## config.mk

```make
export PLATFORM = sky130hd
export DESIGN_NAME = wake_trig_top
export DESIGN_NICKNAME = d
export VERILOG_FILES = /design/src/rtl/wake_trig_pkg.sv /design/src/rtl/wake_sync.sv /design/src/rtl/wake_chan.sv /design/src/rtl/wake_trig_top.sv
export SDC_FILE = /design/constraint.sdc
export NUM_CORES = 1
export LEC_CHECK = 0
export CAP_MARGIN = 10
export CORE_MARGIN = 8
export CORE_UTILIZATION = 44
export CTS_BUF_LIST = sky130_fd_sc_hd__clkbuf_16
export DETAILED_ROUTE_END_ITERATION = 6
export DONT_BUFFER_PORTS = 1
export SLEW_MARGIN = 40
export SYNTH_ARGS = -nofsm -noshare
export SYNTH_HDL_FRONTEND = slang
export SYNTH_HIERARCHICAL = 1
export SYNTH_SLANG_ARGS = --single-unit
```

## constraint.sdc

```tcl
create_clock -name clk -period 2.5 [get_ports clk]
set_input_delay 0.5 -clock clk [delete_from_list [all_inputs] [get_ports clk]]
set_output_delay 0.5 -clock clk [all_outputs]
set_load 0.005 [all_outputs]
```

## src/rtl/wake_trig_pkg.sv

```systemverilog
package wake_trig_pkg;
    localparam logic [2:0] TRG_LOW  = 3'd0;
    localparam logic [2:0] TRG_HIGH = 3'd1;
    localparam logic [2:0] TRG_FALL = 3'd2;
    localparam logic [2:0] TRG_RISE = 3'd3;
    localparam logic [2:0] TRG_OFF  = 3'd4;
    localparam logic [2:0] TRG_ANY  = 3'd6;

    localparam int PIN_BIT  = 0;
    localparam int CODE_LSB = 1;
    localparam int HOLD_BIT = 4;
    localparam int CFG_USED = 5;

    typedef enum logic [2:0] {
        CH_FILL0,
        CH_FILL1,
        CH_FILL2,
        CH_RUN,
        CH_HOLD
    } ch_state_t;
endpackage

```

## src/rtl/wake_sync.sv

```systemverilog
module wake_sync #(
    parameter int STAGES = 2
) (
    input  logic clk,
    input  logic rst_n,
    input  logic d_i,
    output logic q_o
);
    logic [STAGES-1:0] chain_q;

    always_ff @(posedge clk or negedge rst_n) begin
        if (!rst_n) chain_q <= '0;
        else        chain_q <= {chain_q[STAGES-2:0], d_i};
    end

    assign q_o = chain_q[STAGES-1];
endmodule

```

## src/rtl/wake_chan.sv

```systemverilog
module wake_chan
    import wake_trig_pkg::*;
#(
    parameter int DW = 32
) (
    input  logic          clk,
    input  logic          rst_n,
    input  logic          pin_i,
    input  logic          we_i,
    input  logic [DW-1:0] wdata_i,
    output logic [DW-1:0] word_o,
    output logic          det_o
);
    logic      pin_s;
    logic      pin_prev;
    logic [2:0] code_q;
    logic      hold_q;
    ch_state_t state_q, state_d;

    wake_sync #(.STAGES(2)) u_sync (
        .clk   (clk),
        .rst_n (rst_n),
        .d_i   (pin_i),
        .q_o   (pin_s)
    );

    always_ff @(posedge clk or negedge rst_n) begin
        if (!rst_n) begin
            code_q <= TRG_OFF;
            hold_q <= 1'b0;
        end else if (we_i) begin
            code_q <= wdata_i[CODE_LSB +: 3];
            hold_q <= wdata_i[HOLD_BIT];
        end
    end

    always_ff @(posedge clk or negedge rst_n) begin
        if (!rst_n) pin_prev <= 1'b0;
        else        pin_prev <= pin_s;
    end

    always_ff @(posedge clk or negedge rst_n) begin
        if (!rst_n) state_q <= CH_FILL0;
        else        state_q <= state_d;
    end

    always_comb begin
        state_d = state_q;
        unique case (state_q)
            CH_FILL0: state_d = CH_FILL1;
            CH_FILL1: state_d = CH_FILL2;
            CH_FILL2: state_d = CH_RUN;
            CH_RUN:   state_d = CH_RUN;
            CH_HOLD:  state_d = CH_FILL2;
            default:  state_d = CH_FILL0;
        endcase
        if (hold_q) state_d = CH_HOLD;
    end

    always_comb begin
        det_o = 1'b0;
        if (state_q == CH_RUN) begin
            unique case (code_q)
                TRG_LOW:  det_o = !pin_s;
                TRG_HIGH: det_o = pin_s;
                TRG_FALL: det_o = pin_prev && !pin_s;
                TRG_RISE: det_o = !pin_prev && pin_s;
                TRG_ANY:  det_o = pin_prev != pin_s;
                default:  det_o = 1'b0;
            endcase
        end
    end

    always_comb begin
        word_o = '0;
        word_o[PIN_BIT]          = pin_s;
        word_o[CODE_LSB +: 3]    = code_q;
        word_o[HOLD_BIT]         = hold_q;
    end

    assert_rise_single_R7: assert property (@(posedge clk) disable iff (!rst_n)
        (det_o && code_q == TRG_RISE) |=> !(det_o && code_q == TRG_RISE));

    assert_fall_shape_R6: assert property (@(posedge clk) disable iff (!rst_n)
        (det_o && code_q == TRG_FALL) |-> (!pin_s && $past(pin_s)));

    assert_off_silent_R9: assert property (@(posedge clk) disable iff (!rst_n)
        (code_q == 3'd4 || code_q == 3'd5 || code_q == 3'd7) |-> !det_o);

    assert_hold_silent_R10: assert property (@(posedge clk) disable iff (!rst_n)
        (hold_q && $past(hold_q)) |-> !det_o);
endmodule

```

## src/rtl/wake_trig_top.sv

```systemverilog
module wake_trig_top
    import wake_trig_pkg::*;
#(
    parameter int NCH   = 4,
    parameter int DW    = 32,
    parameter int SEL_W = (NCH > 1) ? $clog2(NCH) : 1
) (
    input  logic             clk,
    input  logic             rst_n,
    input  logic [NCH-1:0]   pin_i,
    input  logic             cfg_we,
    input  logic [SEL_W-1:0] cfg_sel,
    input  logic [DW-1:0]    cfg_wdata,
    input  logic [SEL_W-1:0] cfg_rsel,
    output logic [DW-1:0]    cfg_rdata,
    output logic [NCH-1:0]   det_o
);
    logic [DW-1:0] word_w [NCH];

    for (genvar g = 0; g < NCH; g++) begin : g_ch
        logic we_g;
        assign we_g = cfg_we && (cfg_sel == SEL_W'(g));
        wake_chan #(.DW(DW)) u_chan (
            .clk     (clk),
            .rst_n   (rst_n),
            .pin_i   (pin_i[g]),
            .we_i    (we_g),
            .wdata_i (cfg_wdata),
            .word_o  (word_w[g]),
            .det_o   (det_o[g])
        );
    end

    always_comb begin
        cfg_rdata = '0;
        for (int i = 0; i < NCH; i++)
            if (cfg_rsel == SEL_W'(i)) cfg_rdata = word_w[i];
    end

    assert_upper_zero_R1: assert property (@(posedge clk) disable iff (!rst_n)
        cfg_rdata[DW-1:CFG_USED] == '0);
endmodule

```

### Word level (Yosys, flattened, before mapping)

Index checks and enable logic that the tools add are counted.
Widths: inputs -> output; s select.

| cells by class | value |
|---|---|
| eq/ne operators | 42 |
| mux-type cells | 20 |
| reductions and logical operators | 38 |

Operators with widths:

| operator | number |
|---|---|
| $mux 32 | 3 |
| $eq 3x2->1 const B | 16 |
| $eq 3x1->1 const B | 8 |
| $eq 3x3->1 const B | 8 |
| $logic_not 3->1 | 8 |
| $pmux 2 s3 | 4 |
| $pmux 1 s5 | 4 |
| $reduce_or 2->1 | 8 |
| $logic_and 1x1->1 | 12 |
| $mux 3 | 4 |
| $eq 2x2->1 const B | 4 |
| $logic_not 1->1 | 8 |
| $mux 5 | 1 |
| $eq 2x1->1 const B | 2 |
| $logic_not 2->1 | 2 |
| $mux 1 | 4 |
| $ne 1x1->1 | 4 |

| word-level totals | value |
|---|---|
| register bits after elaboration | 40 |
| input port bits | 43 |
| output and inout bits | 36 |
| word-level logic and storage cells | 120 |

### Depth between registers and ports, before layout

Gate-level depths: netlist of the first run.

| depth | value |
|---|---|
| depth in word-level cells | 5 |
| gate-level depth with buffers | 5 |
| depth with buffers taken out | 5 |

### Cells and area by module

The synthesis of the first run kept the hierarchy.

By module, submodules not included:

| module | times used | cells each | area each (um^2) | sequential area each (um^2) |
|---|---|---|---|---|
| wake_chan | 4 | 60 | 606.8 | 201.4 |
| wake_trig_top | 1 | 43 | 845.8 | 0.0 |
| wake_sync | 4 | 2 | 50.0 | 50.0 |

### Least setup slack after synthesis of the first run

Ideal clock, no wire load.

| timing path | value |
|---|---|
| path type | in2out |
| start | input port cfg_rsel[0] |
| end | output port cfg_rdata[1] |
| arrival time | 1.261 ns |
| data required time | 2.000 ns |
| setup slack | 0.739 ns |
| cell stages on the path | 3 |
| buffers on the path | 2 |
| path through | buf_6 > buf_12 > mux4_2 |

| between the ends | value |
|---|---|
| longest elaborated chain between the ends | 5 |
| elaborated cells on any way between the ends | 8 |
| those cells by class | eq/ne (3); mux (4); reduce/logical (1) |

RTL lines:

| element | RTL line | text |
|---|---|---|
| start: declaration | wake_trig_top.sv:14 | `input logic [SEL_W-1:0] cfg_rsel,` |
| $logic_not 2->1 | wake_trig_top.sv:37 | `if (cfg_rsel == SEL_W'(i)) cfg_rdata = word_w[i];` |
| $mux 5 | wake_trig_top.sv:37 |  |
| $mux 32 (2 in a row) | wake_trig_top.sv:37 |  |
| $mux 32 * | wake_trig_top.sv:37 |  |
| end: declaration | wake_trig_top.sv:15 | `output logic [DW-1:0] cfg_rdata,` |

Every way passes the cells marked *; elsewhere a longest branch is shown, timed or not.

### Worst setup path after layout of the first run

| timing path | value |
|---|---|
| start | register g_ch[2].u_chan.u_sync.chain_q[1] |
| end | output port det_o[2] |

| between the ends | value |
|---|---|
| longest elaborated chain between the ends | 4 |
| elaborated cells on any way between the ends | 6 |
| those cells by class | eq/ne (1); mux (2); reduce/logical (3) |

RTL lines:

| element | RTL line | text |
|---|---|---|
| start: declaration | wake_sync.sv:9 | `logic [STAGES-1:0] chain_q;` |
| start signal: assignment | wake_sync.sv:13 | `else chain_q <= {chain_q[STAGES-2:0], d_i};` |
| $logic_not 1->1 | wake_chan.sv:64, wake_chan.sv:66 |  |
| $logic_and 1x1->1 | wake_chan.sv:66 | `TRG_FALL: det_o = pin_prev && !pin_s;` |
| $pmux 1 s5 * | wake_chan.sv:63 | `unique case (code_q)` |
| $mux 1 * | wake_chan.sv:62 | `if (state_q == CH_RUN) begin` |
| end: declaration | wake_trig_top.sv:16 | `output logic [NCH-1:0] det_o` |

Marked as above.

==> results of run 1 <==
## cell type report
| cell class | count | share of cell area, % |
|---|---|---|
| multi-input combinational | 220 | 58.1 |
| sequential | 40 | 31.5 |
| tap | 102 | 4.00 |
| clock buffer | 5 | 3.92 |
| inverter | 12 | 1.41 |
| timing repair buffer | 1 | 0.627 |
| clock inverter | 3 | 0.431 |
## worst max-delay path by stage
| stage | from | slack (ns) | to |
|---|---|---|---|
| final | g_ch[2].u_chan/u_sync/chain_q[1] | 0.47 | det_o[2] |
| after global placement | g_ch[0].u_chan/u_sync/chain_q[1] | 0.74 | det_o[0] |
| after detailed placement | g_ch[2].u_chan/u_sync/chain_q[1] | 0.73 | det_o[2] |
| after floorplan | cfg_rsel[0] | 0.74 | cfg_rdata[1] |
| after CTS | g_ch[2].u_chan/u_sync/chain_q[1] | 0.43 | det_o[2] |
| after global routing | g_ch[0].u_chan/u_sync/chain_q[1] | 0.36 | det_o[0] |
## cells in the final DEF (no fill, tap or decap)
master and instances:
clkinv_1 1, nor2_1 12, and3b_1 2, nor2b_1 4, nor3b_1 1, xor2_1 4, and3_1 1, a211oi_1 4
conb_1 108, dfrtp_1 36, mux2_1 20, dfstp_2 4, a32oi_2 4, buf_12 1, nand2b_1 4, mux4_1 2
clkbuf_16 5, nand2_1 4, a211oi_2 4, nand4bb_1 4, ha_1 8, clkinv_2 2, mux4_2 30, inv_1 12
or2b_1 4
## per-layer routing
layer | vias to the layer above | track usage, % | share of wire, %
met4 | 0 | 2.45 | 0.53
met2 | 45 | 15.2 | 49
met1 | 818 | 10.2 | 42
li1 | 774 | - | -
met3 | 2 | 3.93 | 8.7
met5 | - | 0 | 0
## cells by family (layout without fill, tap and decap cells)
kind of cell	after synthesis	after routing
AO/OA/AOI/OAI	12	12
XOR/XNOR	4	4
adder cells (fa/ha/maj)	8	8
buffers and inverters	135	21
flip-flops	40	40
multiplexers	52	52
other	4	108
AND/OR/NAND/NOR	36	36
## stage by stage
stage          instance area [um2]  cells  setup WS (ns)  util, %  total power, uW
6_report                      3190    383          0.469     41.5             1890
5_1_grt                       3190    383          0.357     41.5             2020
4_1_cts                       3190    383          0.427     41.5             1910
3_5_place_dp                  3030    374          0.730     39.5             1290
3_3_place_gp                  3030    374          0.739     39.5             1280
2_1_floorplan                 3860    395          0.739        -             1390
## power breakdown
group	internal, uW	switching, uW
Sequential	778	125
Clock	362	227
Combinational	230	170
## state kept, by name, summed over array words and instances (netlist names)
signal and cells:
g_ch.u_chan/hold_q 4, g_ch.u_chan/pin_prev 4, g_ch.u_chan/u_sync/chain_q 8, g_ch.u_chan/code_q 12
g_ch.u_chan/state_q 12
==> impl_metrics.tcl, run 1 <==
set metrics [dict create \
    status "complete, no violations" \
    ys_types 25 \
    gp_congestion 0.716 \
    postCtsSetupBuffers 0 \
    hold_buffers 1 \
    critical_path_depth 4 \
    synthAdderAreaFrac_pct 2.88 \
    track_usage_pct 9.02 \
    grt_max_degree 37 \
    vias 1639 \
    die-width_um 105 \
    slew_viol_final 0 \
    synth_top_area_cell "dfrtp_1" \
    first_pass_iters 4 \
    port-buffer-count 0 \
    clkTransAtPathRegs_ns 0.06 \
    dp_hpwl_um 3620 \
    worstMarginPinSlew_ns 0.797 \
    yosysWarnings 6 \
    cts-root-buf "clkbuf_16" \
    insertion_delay_ns 0.27 \
    max_slew_margin_pct 46.8 \
    muxShareOfSynthArea_pct 27.4 \
    cp_num_buf_inv 0 \
    area_delta_synth_final_pct -8.07 \
    fp.coreArea_um2 7690 \
    cts_tree "yes" \
    r2r_cells 1 \
    critPathKind "reg -> out" \
    worstPathArrival_ns 1.53 \
    synth.top_cell.area_share_pct 25.9 \
    cts_resized 0 \
    wl_um 4720 \
    wl_per_cell_um 12.3 \
    syn_area_per_cell_um2 11.9 \
    drt_iter0_drc 32 \
    max_freq_mhz 492 \
    multiInputGateArea_um2 1860 \
    fin_crit_ns 2.03 \
    overflow 0 \
    synth_edf_count 0 \
    start_util_pct 45.2 \
    synth_top_family_by_area "buffers and inverters" \
    regArea_um2 1010 \
    boundaryPins 79 \
    worstReg2RegEnd "g_ch[2].u_chan/code_q[1]" \
    crit_required_ns 2.00 \
    finalHoldViolations 0 \
    drc 0 \
    clock_path_buffers 2 \
    worstPathMaxFanout 6 \
    cap_viol_max_count 0 \
    die_h_um 105 \
    worstSetupStartpointType "flip-flop" \
    synthTopCellsByCount "buf_4 (116), dfrtp_1 (36), mux4_2 (30), mux2_1 (20)" \
    synthSimpleGateAreaFrac_pct 6.23 \
    critPathTopFamily "flip-flops" \
    viasPerCell 4.28 \
    ys_top_cells_by_area "dfrtp_1 (26%), buf_4 (25%), mux4_2 (19%)" \
    setup_tns_ns 0 \
    finalSetupViolCount 0 \
    fin_skew_ns 0.00519 \
    synthArstFlopShare_pct 100 \
    drive_above_1_share_pct 17.8 \
    power_density_nw_per_um2 593 \
    synth_area_um2 3470 \
    cts_inserted_buffers 5 \
    rsz0062_at_grt "no" \
    rrSetupSlack_ns 1.63 \
    antenna_found_initial 0 \
    die_area_um2 11000 \
    slowest_stage "dfrtp_1" \
    detail-route-antenna-nets 0 \
    hold_class "in -> async" \
    grt_first_pass_wirelength_um 8090 \
    synth_compound_area_share_pct 4.18 \
    cts.sinks 40 \
    synthMostInstantiatedCell "buf_4" \
    endpoint_kind "output pin" \
    htreeDepth 2 \
    p_leak_uw 0.00144 \
    synth_cells 291 \
    hold_slack_ns 0.0569 \
    diodes 0 \
    num_rows 32 \
    seq_area_frac_synth_pct 29.0 \
    first_global_vias 1680 \
    slowest_delay_ns 0.45 \
    crit_chain "ha_1 -> mux2_1 -> a32oi_2 -> a211oi_2" \
    nFillCells 749 \
    ir_drop_mv 0.491 \
    synthFlopType "dfrtp_1" \
    yosys.area_share.xor_xnor_pct 1.01 \
    nets 331 \
    post-route-period-util_pct 81.2 \
    ys_ff_latch 40 \
    timing.rr.start "g_ch[2].u_chan/code_q[1]" \
]
No activity file was read; power rests on OpenSTA's default activity.
==> inputs of run 2 (changes only) <==
==> constraint.sdc (replaced) <==
create_clock -name clk -period 1.8 [get_ports clk]
set_input_delay 0.36 -clock clk [delete_from_list [all_inputs] [get_ports clk]]
set_output_delay 0.36 -clock clk [all_outputs]
set_load 0.005 [all_outputs]
==> impl_metrics.tcl, run 2 (synthesis results as in run 1) <==
set metrics [dict create \
    cts.sinks 40 \
    crit_required_ns 1.44 \
    final_area_um2 3310 \
    final_common_cell "conb_1" \
    cts_inserted_buffers 5 \
    pwr-share-clk_pct 34.1 \
    slew_viol_final 0 \
    power_uw 2790 \
    nFillCells 739 \
    wl_per_cell_um 11.7 \
    cts-root-buf "clkbuf_16" \
    htreeDepth 2 \
    fp.coreArea_um2 7690 \
    overflow 0 \
    max_freq_mhz 556 \
    insertion_delay_ns 0.28 \
    power_frac_comb_pct 20.9 \
    die_h_um 105 \
    multiInputGateArea_um2 1900 \
    nets 337 \
    mostFrequentLayoutCells "conb_1 (108), dfrtp_1 (32), mux4_2 (31), mux2_1 (16), nor2_1 (12)" \
    p_leak_uw 0.00147 \
    ir_drop_mv 0.950 \
    timing.rr.start "g_ch[2].u_chan/code_q[1]" \
    r2r_cells 1 \
    wl_um 4560 \
    slowest_delay_ns 0.43 \
    cts_tree "yes" \
    internal_power_uw 2060 \
    fin_skew_ns 0.00125 \
    rrSetupSlack_ns 0.92 \
    drt_iter0_drc 21 \
    dp_cells 375 \
    worstPathArrival_ns 1.44 \
    rsz0062_at_grt "yes" \
    drive_above_1_share_pct 25.4 \
    grt_max_degree 41 \
    min-delay-start "pin_i[3]" \
    clock_path_buffers 2 \
    crit_chain "ha_2 -> mux2_4 -> a32oi_2 -> a211oi_2" \
    critPathTopFamily "flip-flops" \
    antenna_found_initial 0 \
    vias 1640 \
    whs_path_depth 0 \
    status "complete, no violations" \
    track_usage_pct 8.84 \
    endpoint_kind "output pin" \
    area_delta_synth_final_pct -4.65 \
    worstSetupStartpointType "flip-flop" \
    hold_slack_ns 0.109 \
    boundaryPins 79 \
    first_global_vias 1673 \
    first_pass_iters 4 \
    hold_class "in -> reg" \
    hold_path_end "g_ch[3].u_chan/u_sync/chain_q[0]" \
    viasPerCell 4.22 \
    finalNonFillerCells 389 \
    worstPathMaxFanout 4 \
    reg_top3 "g_ch.u_chan/code_q: 12 flops, g_ch.u_chan/state_q: 12 flops, g_ch.u_chan/u_sync/chain_q: 8 flops" \
    grt_first_pass_wirelength_um 7950 \
    num_rows 32 \
    seqPwrFrac_pct 45.0 \
    critPathKind "reg -> out" \
    finalSetupViolCount 0 \
    start_util_pct 45.2 \
    gp_congestion 0.716 \
    power_density_nw_per_um2 843 \
    post-route-period-util_pct 99.9 \
    worstReg2RegEnd "g_ch[2].u_chan/code_q[1]" \
    cap_viol_max_count 0 \
    p_sw_share_pct 26.0 \
    slowest_stage "dfrtp_2" \
    die-width_um 105 \
    clkTransAtPathRegs_ns 0.06 \
    diodes 0 \
    detail-route-antenna-nets 0 \
    dp_hpwl_um 3510 \
    finalHoldViolations 0 \
    regArea_um2 1010 \
    cp_num_buf_inv 0 \
    critical_path_depth 4 \
    place_area_um2 3040 \
    setup_tns_ns 0 \
    fin_crit_ns 1.80 \
    die_area_um2 11000 \
    p_switching_uw 727 \
    port-buffer-count 0 \
    drc 0 \
]
[run 2: cell type report]
type	count	area share, %
clock buffer	5	3.78
inverter	12	1.36
tap	102	3.85
multi-input combinational	220	57.3
clock inverter	3	1.13
timing repair buffer	7	2.04
sequential	40	30.5
[run 2: power by group through the flow]
stage	logic, uW	registers [uW]	clock network [uW]
floorplan	718	1220	0
global placement	516	1260	0
detailed placement	527	1270	0
CTS	564	1260	990
global route	663	1290	1020
finish	583	1260	951
[run 2: through the flow]
stage               setup slack (ns)  util, %
floorplan                      0.307        -
global placement               0.179     39.6
detailed placement             0.161     39.6
CTS                           -0.107     42.4
global route                 -0.0816     43.1
finish                       0.00183     43.1
[run 2: repair_timing]
action | CTS | global route
endpoints found under the setup margin | 4 | 5
gates resized for setup | 6 | 14
hold endpoints to repair | 40 | 0
setup buffers | 2 | 2
hold buffers | 2 | 0
pin swaps | 12 | 11
[run 2: worst max-delay path by stage]
stage	start	endpoint	slack, ns
finish	g_ch[2].u_chan/u_sync/chain_q[1]	det_o[2]	0.002
global route	g_ch[2].u_chan/u_sync/chain_q[1]	det_o[2]	-0.08
CTS	g_ch[0].u_chan/u_sync/chain_q[1]	det_o[0]	-0.11
detailed placement	g_ch[2].u_chan/u_sync/chain_q[1]	det_o[2]	0.16
global placement	g_ch[0].u_chan/u_sync/chain_q[1]	det_o[0]	0.18
floorplan	g_ch[0].u_chan/u_sync/chain_q[1]	det_o[0]	0.31
[run 2: per-layer routing]
metal | track usage, % | part of all wire [%] | wire length, um
met4 | 2.45 | 0.68 | 31
met2 | 15.1 | 50 | 2270
met5 | 0 | 0 | 0
met3 | 4.24 | 8.6 | 393
met1 | 9.57 | 41 | 1860
